File: config.mk
export PLATFORM = sky130hd
export DESIGN_NAME = boot_src_sel
export DESIGN_NICKNAME = d
export VERILOG_FILES = /design/src/rtl/boot_src_sel_pkg.sv /design/src/rtl/boot_mode_reg.sv /design/src/rtl/boot_addr_decode.sv /design/src/rtl/boot_data_mux.sv /design/src/rtl/boot_src_sel.sv
export SDC_FILE = /design/constraint.sdc
export NUM_CORES = 1
export LEC_CHECK = 0
export BUFFER_PORTS_ARGS = -buffer_cell sky130_fd_sc_hd__buf_2
export CAP_MARGIN = 20
export CORE_MARGIN = 1.5
export CORE_UTILIZATION = 27
export CTS_CLUSTER_SIZE = 12
export DETAILED_ROUTE_END_ITERATION = 12
export PLACE_DENSITY = 0.79
export SLEW_MARGIN = 20
export SYNTH_ARGS = -nofsm -noshare
export SYNTH_HDL_FRONTEND = slang
export SYNTH_HIERARCHICAL = 1
export SYNTH_SLANG_ARGS = --single-unit
export TNS_END_PERCENT = 20
File: constraint.sdc
create_clock -name clk -period 1.5 [get_ports clk]
set_clock_uncertainty 0.15 [all_clocks]
set_input_delay 0 -clock clk [delete_from_list [all_inputs] [get_ports clk]]
set_output_delay 0 -clock clk [all_outputs]
set_load 0.005 [all_outputs]
File: src/rtl/boot_src_sel_pkg.sv
package boot_src_sel_pkg;

    typedef enum logic [1:0] {
        SRC_NONE = 2'd0,
        SRC_EXT  = 2'd1,
        SRC_ROM  = 2'd2
    } src_t;

    typedef enum logic [1:0] {
        ZONE_LOW  = 2'd0,
        ZONE_TEST = 2'd1,
        ZONE_WIN  = 2'd2
    } zone_t;

    typedef struct packed {
        src_t src;
        logic ext_ce;
        logic rom_en;
    } route_t;

    function automatic zone_t classify(input int unsigned a,
                                       input int unsigned test_lo,
                                       input int unsigned test_hi,
                                       input int unsigned win_base);
        if (a >= test_lo && a <= test_hi) return ZONE_TEST;
        if (a >= win_base)                return ZONE_WIN;
        return ZONE_LOW;
    endfunction

endpackage

File: src/rtl/boot_mode_reg.sv
module boot_mode_reg #(
    parameter int ADDR_W = 13,
    parameter int DATA_W = 8,
    parameter int HIDDEN = 'h1F
) (
    input  logic              clk,
    input  logic              rst,
    input  logic              strap,
    input  logic [ADDR_W-1:0] addr,
    input  logic              rd,
    input  logic              wr,
    input  logic [DATA_W-1:0] wdata,
    output logic              internal
);
    localparam logic [ADDR_W-1:0] HID_ADDR = ADDR_W'(HIDDEN);

    logic mode_q;
    logic hit;

    assign hit      = (rd || wr) && (addr == HID_ADDR);
    assign internal = mode_q;

    always_ff @(posedge clk) begin
        if (rst) begin
            mode_q <= strap;
        end else if (hit) begin
            mode_q <= 1'b1;
        end
    end

    assert_strap_capture_R1: assert property (@(posedge clk) disable iff (rst)
        $past(rst) |-> (mode_q == $past(strap)));

    assert_force_zero_data_R3: assert property (@(posedge clk) disable iff (rst)
        (wr && addr == HID_ADDR && wdata == '0) |=> mode_q);

    assert_force_other_data_R3: assert property (@(posedge clk) disable iff (rst)
        (wr && addr == HID_ADDR && wdata != '0) |=> mode_q);

    assert_force_read_R3: assert property (@(posedge clk) disable iff (rst)
        (rd && addr == HID_ADDR) |=> mode_q);

    assert_sticky_R4: assert property (@(posedge clk) disable iff (rst)
        mode_q |=> mode_q);

    assert_strap_ignored_R2: assert property (@(posedge clk) disable iff (rst)
        (!$past(rst) && !$past(hit)) |-> $stable(mode_q));

endmodule

File: src/rtl/boot_addr_decode.sv
module boot_addr_decode
    import boot_src_sel_pkg::*;
#(
    parameter int ADDR_W   = 13,
    parameter int TEST_LO  = 'h13,
    parameter int TEST_HI  = 'h1F,
    parameter int WIN_BASE = 'h140
) (
    input  logic              active,
    input  logic              internal,
    input  logic [ADDR_W-1:0] addr,
    input  logic              rd,
    input  logic              wr,
    output route_t            route
);
    zone_t zone;
    logic  access;

    assign zone   = classify(32'(addr), TEST_LO, TEST_HI, WIN_BASE);
    assign access = active && (rd || wr);

    always_comb begin
        route = '{src: SRC_NONE, ext_ce: 1'b0, rom_en: 1'b0};
        if (access) begin
            unique case (zone)
                ZONE_LOW: route.ext_ce = 1'b1;
                ZONE_TEST: ;
                ZONE_WIN: begin
                    if (internal) route.rom_en = rd;
                    else          route.ext_ce = 1'b1;
                end
                default: ;
            endcase
        end
        if (rd && route.rom_en)      route.src = SRC_ROM;
        else if (rd && route.ext_ce) route.src = SRC_EXT;
    end

endmodule

File: src/rtl/boot_data_mux.sv
module boot_data_mux
    import boot_src_sel_pkg::*;
#(
    parameter int DATA_W = 8
) (
    input  src_t              src,
    input  logic [DATA_W-1:0] rom_rdata,
    input  logic [DATA_W-1:0] ext_rdata,
    output logic [DATA_W-1:0] rdata
);
    always_comb begin
        unique case (src)
            SRC_ROM: rdata = rom_rdata;
            SRC_EXT: rdata = ext_rdata;
            default: rdata = '0;
        endcase
    end
endmodule

File: src/rtl/boot_src_sel.sv
module boot_src_sel
    import boot_src_sel_pkg::*;
#(
    parameter int ADDR_W   = 13,
    parameter int DATA_W   = 8,
    parameter int TEST_LO  = 'h13,
    parameter int TEST_HI  = 'h1F,
    parameter int HIDDEN   = 'h1F,
    parameter int WIN_BASE = 'h140
) (
    input  logic              clk,
    input  logic              rst,
    input  logic              strap,
    input  logic [ADDR_W-1:0] addr,
    input  logic              rd,
    input  logic              wr,
    input  logic [DATA_W-1:0] wdata,
    input  logic [DATA_W-1:0] rom_rdata,
    input  logic [DATA_W-1:0] ext_rdata,
    output logic [DATA_W-1:0] rdata,
    output logic              ext_ce,
    output logic              rom_en
);
    localparam logic [ADDR_W-1:0] TLO  = ADDR_W'(TEST_LO);
    localparam logic [ADDR_W-1:0] THI  = ADDR_W'(TEST_HI);
    localparam logic [ADDR_W-1:0] WBAS = ADDR_W'(WIN_BASE);

    logic   internal;
    route_t route;

    boot_mode_reg #(.ADDR_W(ADDR_W), .DATA_W(DATA_W), .HIDDEN(HIDDEN)) u_mode (
        .clk(clk), .rst(rst), .strap(strap), .addr(addr),
        .rd(rd), .wr(wr), .wdata(wdata), .internal(internal)
    );

    boot_addr_decode #(.ADDR_W(ADDR_W), .TEST_LO(TEST_LO), .TEST_HI(TEST_HI),
                       .WIN_BASE(WIN_BASE)) u_dec (
        .active(!rst), .internal(internal), .addr(addr),
        .rd(rd), .wr(wr), .route(route)
    );

    boot_data_mux #(.DATA_W(DATA_W)) u_mux (
        .src(route.src), .rom_rdata(rom_rdata), .ext_rdata(ext_rdata), .rdata(rdata)
    );

    assign ext_ce = route.ext_ce;
    assign rom_en = route.rom_en;

    assert_enables_exclusive_R10: assert property (@(posedge clk)
        !(ext_ce && rom_en));

    assert_reset_quiet_R10: assert property (@(posedge clk)
        rst |-> (!ext_ce && !rom_en));

    assert_idle_quiet_R10: assert property (@(posedge clk) disable iff (rst)
        (!rd && !wr) |-> (!ext_ce && !rom_en && rdata == '0));

    assert_test_area_R8: assert property (@(posedge clk) disable iff (rst)
        (addr >= TLO && addr <= THI) |-> (!ext_ce && !rom_en && rdata == '0));

    assert_low_external_R9: assert property (@(posedge clk) disable iff (rst)
        ((rd || wr) && addr < WBAS && !(addr >= TLO && addr <= THI)) |-> (ext_ce && !rom_en));

    assert_rom_read_R6: assert property (@(posedge clk) disable iff (rst)
        (rd && rom_en) |-> (rdata == rom_rdata));

    assert_switch_next_R5: assert property (@(posedge clk) disable iff (rst)
        ($past(rd || wr) && $past(addr) == THI && rd && addr >= WBAS) |-> rom_en);

endmodule

==> results.json, run 1 <==
{
  "powerDensity_mw_per_mm2": 269,
  "synth_ff_type": "edfxtp_1",
  "numPlacedInstances": 103,
  "syn-instance-count": 45,
  "post_drt_wl_per_cell_um": 9.92,
  "synth_top_area_share_pct": 26.1,
  "async_flop_share_pct": 0,
  "worst_slack_ns": -0.238,
  "syn-num-nets": 89,
  "path_class": "input pin to output port",
  "die_h_um": 40.7,
  "crit_chain": "buf_6 -> or4b_4 -> nor4b_4 -> nor3_2 -> inv_1 -> ha_4 -> a22oi_2 -> nor2_1 -> buf_2",
  "antenna_found_initial": 0,
  "fill_cells": 129,
  "postCtsHoldBufs": 0,
  "numPortBuffers": 43,
  "ys_seq_area_share_pct": 7.84,
  "synth_area_um2": 383,
  "grt_usage_pct": 13.0,
  "largest_reg_flops": 1,
  "worstPathArrival_ns": 1.59,
  "fp.dieArea_mm2": 0.00165,
  "synthTopCellsByArea": "a22oi_2 (26%), nor2_1 (9.8%), edfxtp_1 (7.8%)",
  "yosysMostFrequentCell": "nor2_1",
  "globalplace.congestion": 0.699,
  "drt.antenna.violating_nets": 0,
  "startpoint_type": "input pin",
  "grt_max_degree": 9,
  "worst_slew_pin_slew_ns": 0.335,
  "postCtsSetupBuffers": 0,
  "cp_top_family": "simple AND/OR/NAND/NOR gates",
  "diodes": 0,
  "dp_hpwl_um": 935,
  "grt_pass1_vias": 430,
  "crit_fanout": 8,
  "synth_edf_count": 1,
  "yosysWarningCount": 6,
  "ys_seq_elements": 1,
  "drt_drc_violations_left": 0,
  "num_rows": 13,
  "slew_headroom_pct": 77.3,
  "critPathCaptureType": "output port",
  "maxSlewViolCount": 0,
  "crit_buf_inv": 3,
  "area.growth.synth_to_final_pct": 73.9,
  "leakage_nw": 0.301,
  "post-route-period-util_pct": 116,
  "first_pass_iters": 2,
  "rsz0062_at_grt": "true",
  "synth_largest_area_cell": "a22oi_2",
  "grt_pass1_wl_mm": 1.50,
  "cap_violations": 0,
  "final_hold_viol_count": 0,
  "avgSynthCellArea_um2": 8.51,
  "dieWidth_um": 40.7,
  "path_clk_slew_ns": 0,
  "overflow": 0,
  "peakVddDrop_v": 0.000209,
  "finalWirelength_mm": 1.02,
  "finalCriticalPeriod_ns": 1.74,
  "ioPinCount": 52,
  "setup_viol": 8,
  "required_ns": 1.35,
  "via_count": 504,
  "status": "finished with violations",
  "min_path_type": "input pin to flop",
  "fin_cells": 103,
  "synth_common_cells": "nor2_1 (10), a22oi_2 (8), inv_1 (3)",
  "synth_cell_type_count": 20,
  "core_area_mm2": 0.00132,
  "start_util_pct": 29.1,
  "drive_gt1_share_pct": 70.5,
  "violations": "negative setup slack",
  "final_util_pct": 50.5,
  "vias_per_cell": 4.89,
  "slowest_delay_ns": 0.54,
  "layout.nets": 134,
  "crit_slowest_cell": "or4b_4",
  "drtIter0Drc": 3,
  "max_freq_ghz": 0.575
}
[per-layer routing]
metal	track usage, %	part of all wire, %	up-vias
met5	0	0	-
met3	0	17	0
met1	10.1	32	207
met4	0	0	0
met2	33.3	51	43
li1	-	-	254
[final timing paths]
check | startpoint | to | cells past startpoint
worst max-delay path | addr[8] | rdata[4] | 9
worst min-delay path | strap | u_mode/internal$_SDFFCE_PN1P_ | 2
[power breakdown]
part / switching (mW) / internal, mW / leakage (nW)
clock: 0 / 0 / 0
combinational: 0.0644 / 0.0805 / 0.291
sequential: 0.000518 / 0.0338 / 0.00994
total: 0.0649 / 0.114 / 0.301
[stage by stage]
stage / power (mW) / hold slack, ns / area, um2 / setup TNS [ns] / setup WS, ns
finish: 0.179 / 0.118 / 666 / -1.76 / -0.238
global route: 0.195 / 0.127 / 666 / -2.51 / -0.352
CTS: 0.180 / 0.119 / 662 / -1.88 / -0.257
detailed placement: 0.166 / 0.119 / 618 / -3.56 / -0.482
global placement: 0.162 / 0.109 / 618 / -3.14 / -0.423
floorplan: 0.0959 / -0.0191 / 389 / -0.310 / -0.0398
[timing repair]
action | in CTS | in global routing
pin swaps | 4 | 0
resized for setup | 7 | 1
setup endpoints to repair | 8 | 8
[cell type report]
| cell class | instances | area (um2) | share of cell area [%] |
|---|---|---|---|
| Multi-Input combinational cell | 38 | 355 | 53.4 |
| Inverter | 3 | 11.3 | 1.69 |
| Sequential cell | 1 | 30.0 | 4.51 |
| Timing Repair Buffer | 46 | 250 | 37.6 |
| Tap cell | 15 | 18.8 | 2.82 |
[cell families after synthesis]
family,synth area share (%)
and+or+nand+nor,37.3
DFF,7.84
buffers and inverters,9.80
AOI/OAI and AO/OA,38.6
adders and majority gates,6.53
[placed cells by master, fill, tap and decap left out, types with 3 or more instances in the layout]
cell,Yosys,layout
a22oi_2,8,8
inv_1,3,3
buf_4,0,3
buf_2,0,41
nor2_1,10,10
(Power assumes the default switching activity.)
==> run 2: changes to the inputs <==
--- a/config.mk
+++ b/config.mk
@@ -12,6 +12,7 @@
 export CTS_CLUSTER_SIZE = 12
 export DETAILED_ROUTE_END_ITERATION = 12
 export PLACE_DENSITY = 0.79
+export SKIP_CTS_REPAIR_TIMING = 1
 export SLEW_MARGIN = 20
 export SYNTH_ARGS = -nofsm -noshare
 export SYNTH_HDL_FRONTEND = slang
==> run 2 against run 1 <==
Against the previous run: maximum frequency shrank 0.78%; final area down 3.0%; the run still ends with negative setup slack left; power is 2.8% lower; flip-flop and latch count unchanged; cell count unchanged; critical path type unchanged; first-iteration DRC count is the same; wire length fell by 0.29%; worst setup slack got worse by 0.014 ns.
==> results.json, run 2 (synthesized netlist as in run 1, its figures left out) <==
{
  "status": "finished with violations",
  "violations": "negative setup slack",
  "worstPathArrival_ns": 1.60,
  "crit_chain": "buf_6 -> or4b_4 -> nor4b_4 -> nor3_2 -> ha_2 -> a22oi_2 -> nor2_1 -> buf_2",
  "fill_cells": 129,
  "dp_hpwl_um": 935,
  "max_freq_ghz": 0.571,
  "path_depth": 8,
  "intPower_mw": 0.112,
  "drt.antenna.violating_nets": 0,
  "overflow": 0,
  "seqCellArea_um2": 30.0,
  "antenna_found_initial": 0,
  "cp_top_family": "simple AND/OR/NAND/NOR gates",
  "finalCriticalPeriod_ns": 1.75,
  "post_drt_wl_per_cell_um": 9.89,
  "drt_drc_violations_left": 0,
  "startpoint_type": "input pin",
  "min_path_type": "input pin to flop",
  "setup_viol": 8,
  "rsz0062_at_grt": "true",
  "start_util_pct": 29.1,
  "holdPathStages": 2,
  "vias_per_cell": 4.88,
  "comb_power_share_pct": 80.3,
  "fin_cells": 103,
  "multi_input_area_um2": 335,
  "dieWidth_um": 40.7,
  "grt_pass1_wl_mm": 1.46,
  "via_count": 503,
  "slowest_delay_ns": 0.54,
  "p_switching_mw": 0.0624,
  "final_common_cell": "buf_2",
  "globalplace.congestion": 0.699,
  "numPortBuffers": 43,
  "area.growth.synth_to_final_pct": 68.6,
  "worst_slack_ns": -0.251,
  "ioPinCount": 52,
  "crit_buf_inv": 2,
  "numPlacedInstances": 103,
  "path_clk_slew_ns": 0,
  "path_class": "input pin to output port",
  "required_ns": 1.35,
  "p_sw_share_pct": 35.8,
  "p_seq_share_pct": 19.7,
  "worst_slew_pin_slew_ns": 0.335,
  "setup-tns-final_ns": -1.93,
  "peakVddDrop_v": 0.000196,
  "total_power_mw": 0.174,
  "final_hold_viol_count": 0,
  "crit_fanout": 8,
  "core_area_mm2": 0.00132,
  "crit_slowest_cell": "or4b_4",
  "fp.dieArea_mm2": 0.00165,
  "die_h_um": 40.7,
  "drive_gt1_share_pct": 68.2,
  "whs_endpoint": "u_mode/internal$_SDFFCE_PN1P_",
  "leakage_nw": 0.298,
  "drtIter0Drc": 3,
  "final_cell_mix": "buf_2 (41), nor2_1 (10), a22oi_2 (8)",
  "finalWirelength_mm": 1.02,
  "largest_reg_flops": 1,
  "layout.nets": 134,
  "diodes": 0,
  "grt_max_degree": 9,
  "maxSlewViolCount": 0,
  "powerDensity_mw_per_mm2": 270,
  "post-route-period-util_pct": 117,
  "cap_violations": 0,
  "grt_pass1_vias": 412,
  "p_clk_share_pct": 0,
  "slew_headroom_pct": 77.3,
  "grt_usage_pct": 12.5,
  "critPathCaptureType": "output port",
  "min-delay-start": "strap",
  "first_pass_iters": 2,
  "num_rows": 13
}
run 2: cell counts in the layout (fill, tap and decap cells not counted):
Identical to the previous run, type by type.
run 2: through the flow:
step                instance area [um2]  utilization, %  setup WS (ns)  hold WS (ns)
detailed placement                  618            46.9         -0.482         0.119
global placement                    618            46.9         -0.423         0.109
finish                              646            49.0         -0.251         0.118
floorplan                           389               -        -0.0398       -0.0191
global route                        646            49.0         -0.360         0.127
CTS                                 618            46.9         -0.482         0.119
run 2: cell type report:
cell class	count	area share (%)
well taps	15	2.91
repair buffers	46	38.8
inverters	3	1.74
flip-flops and latches	1	4.65
multi-input cells	38	51.9
run 2: worst max-delay path by stage:
stage          startpoint  endpoint  slack, ns
6_report          addr[8]  rdata[5]      -0.25
4_1_cts           addr[8]  rdata[4]      -0.48
2_1_floorplan     addr[8]  rdata[0]      -0.04
5_1_grt          addr[10]  rdata[0]      -0.36
3_5_place_dp      addr[8]  rdata[4]      -0.48
3_3_place_gp      addr[8]  rdata[4]      -0.42
run 2: metal layers:
layer / GRT usage [%] / routed length (um) / vias to the layer above
li1: - / - / 254
met1: 10.4 / 337 / 206
met2: 31.3 / 509 / 43
met3: 0 / 172 / 0
met4: 0 / 0 / 0
met5: 0 / 0 / -
run 2: power groups by stage:
| stage | logic (mW) | registers (mW) | clock network [mW] |
|---|---|---|---|
| CTS | 0.132 | 0.0343 | 0 |
| floorplan | 0.0618 | 0.0340 | 0 |
| global route | 0.154 | 0.0350 | 0 |
| global placement | 0.128 | 0.0343 | 0 |
| finish | 0.140 | 0.0343 | 0 |
| detailed placement | 0.131 | 0.0343 | 0 |
==> run 3: changes to the inputs <==
--- a/config.mk
+++ b/config.mk
@@ -7,15 +7,14 @@
 export LEC_CHECK = 0
 export BUFFER_PORTS_ARGS = -buffer_cell sky130_fd_sc_hd__buf_2
 export CAP_MARGIN = 20
-export CORE_MARGIN = 1.5
-export CORE_UTILIZATION = 27
+export CORE_AREA = 2 2 39 41
 export CTS_CLUSTER_SIZE = 12
 export DETAILED_ROUTE_END_ITERATION = 12
-export PLACE_DENSITY = 0.79
+export DIE_AREA = 0 0 41 43
+export PLACE_DENSITY = 0.8
 export SKIP_CTS_REPAIR_TIMING = 1
 export SLEW_MARGIN = 20
 export SYNTH_ARGS = -nofsm -noshare
 export SYNTH_HDL_FRONTEND = slang
 export SYNTH_HIERARCHICAL = 1
 export SYNTH_SLANG_ARGS = --single-unit
-export TNS_END_PERCENT = 20
==> constraint.sdc (replaced) <==
create_clock -name clk -period 2.01 [get_ports clk]
set_clock_uncertainty 0.15 [all_clocks]
set_input_delay 0 -clock clk [delete_from_list [all_inputs] [get_ports clk]]
set_output_delay 0 -clock clk [all_outputs]
set_load 0.005 [all_outputs]
==> run 3 against run 2 <==
Against the previous run: critical path type unchanged; combinational power fell by 32%; cell count fell by 1.9%; flip-flop and latch count is the same; sequential share of layout area increased by 0.38 points; the flow now finishes without violations; worst setup slack improved by 0.38 ns.
==> results.json, run 3 (synthesized netlist as in run 1, its figures left out) <==
{
  "fin_cells": 101,
  "required_ns": 1.86,
  "total_power_mw": 0.121,
  "post-place-ws_ns": -0.0313,
  "met3_usage_pct": 0,
  "path_clk_slew_ns": 0,
  "dp_hpwl_um": 991,
  "max_freq_ghz": 0.531,
  "setup_viol": 0,
  "placed_area_um2": 592,
  "num_rows": 14,
  "min-delay-start": "strap",
  "final_common_cell": "buf_2",
  "post_drt_wl_per_cell_um": 10.7,
  "grt_pass1_wl_mm": 1.44,
  "multi_input_area_um2": 320,
  "status": "complete, no violations",
  "grt_max_degree": 9,
  "grt-busiest-layer": "met2",
  "rsz0062_at_grt": "false",
  "drive_gt1_share_pct": 65.9,
  "worst_slack_ns": 0.127,
  "overflow": 0,
  "cp-startpoint": "addr[8]",
  "seqCellArea_um2": 30.0,
  "fp.dieArea_mm2": 0.00176,
  "grt_use_met1_pct": 10.2,
  "finalWirelength_mm": 1.08,
  "peakVddDrop_v": 0.000121,
  "grt_usage_pct": 11.0,
  "layout.nets": 131,
  "critPathCaptureType": "output port",
  "min_path_type": "input pin to flop",
  "cap_violations": 0,
  "grt_pass1_vias": 399,
  "slew_headroom_pct": 72.9,
  "dieWidth_um": 41,
  "drtIter0Drc": 3,
  "holdPathStages": 2,
  "finalCriticalPeriod_ns": 1.88,
  "worst_slew_pin_slew_ns": 0.402,
  "maxSlewViolCount": 0,
  "largest_reg_flops": 1,
  "numPlacedInstances": 101,
  "worstPathArrival_ns": 1.73,
  "antenna_found_initial": 0,
  "core_area_mm2": 0.00138,
  "ioPinCount": 52,
  "leakage_nw": 0.277,
  "powerDensity_mw_per_mm2": 202,
  "start_util_pct": 27.7,
  "whs_ns": 0.114,
  "path_class": "input pin to output port",
  "numPortBuffers": 43,
  "globalplace.congestion": 0.647,
  "startpoint_type": "input pin",
  "final_hold_viol_count": 0,
  "setup-tns-final_ns": 0,
  "via_count": 509,
  "fill_cells": 142,
  "first_pass_iters": 3,
  "final_util_pct": 43.1,
  "met2_usage_pct": 24.4,
  "whs_endpoint": "u_mode/internal$_SDFFCE_PN1P_",
  "die_h_um": 43,
  "diodes": 0,
  "drt_drc_violations_left": 0,
  "final_cell_mix": "buf_2 (43), nor2_1 (10), a22oi_2 (8)",
  "drt.antenna.violating_nets": 0,
  "area.growth.synth_to_final_pct": 55.9,
  "stdcell_area_um2": 597,
  "vias_per_cell": 5.04,
  "crit_fanout": 8,
  "post-route-period-util_pct": 93.7
}
run 3: critical path, stage by stage:
cell and delay [ns]:
buf_2 0.11, or4b_4 0.54, nor4b_4 0.25, nor3_1 0.10, inv_1 0.07, ha_2 0.31, a22oi_2 0.11, nor2_1 0.10
buf_2 0.12
run 3: power by group:
group / switching, mW / internal [mW] / total, mW
logic: 0.0452 / 0.0499 / 0.0951
registers: 0.000301 / 0.0252 / 0.0255
clock network: 0 / 0 / 0
run 3: metal layers:
layer	up-vias	share of wire, %	wire length (um)
li1	248	-	-
met1	218	34	368
met2	43	49	528
met3	0	17	185
met4	0	0	0
met5	-	0	0
run 3: how the worst max path moves through the flow:
stage | to | cells after the start
2_1_floorplan | rdata[0] | 7
3_3_place_gp | rdata[4] | 9
3_5_place_dp | rdata[4] | 9
4_1_cts | rdata[4] | 9
5_1_grt | rdata[4] | 9
6_report | rdata[4] | 9
run 3: cell type report:
type / instances / area share [%]
sequential: 1 / 5.03
multi-input combinational: 38 / 53.7
timing repair buffer: 43 / 36.1
tap: 16 / 3.35
inverter: 3 / 1.89
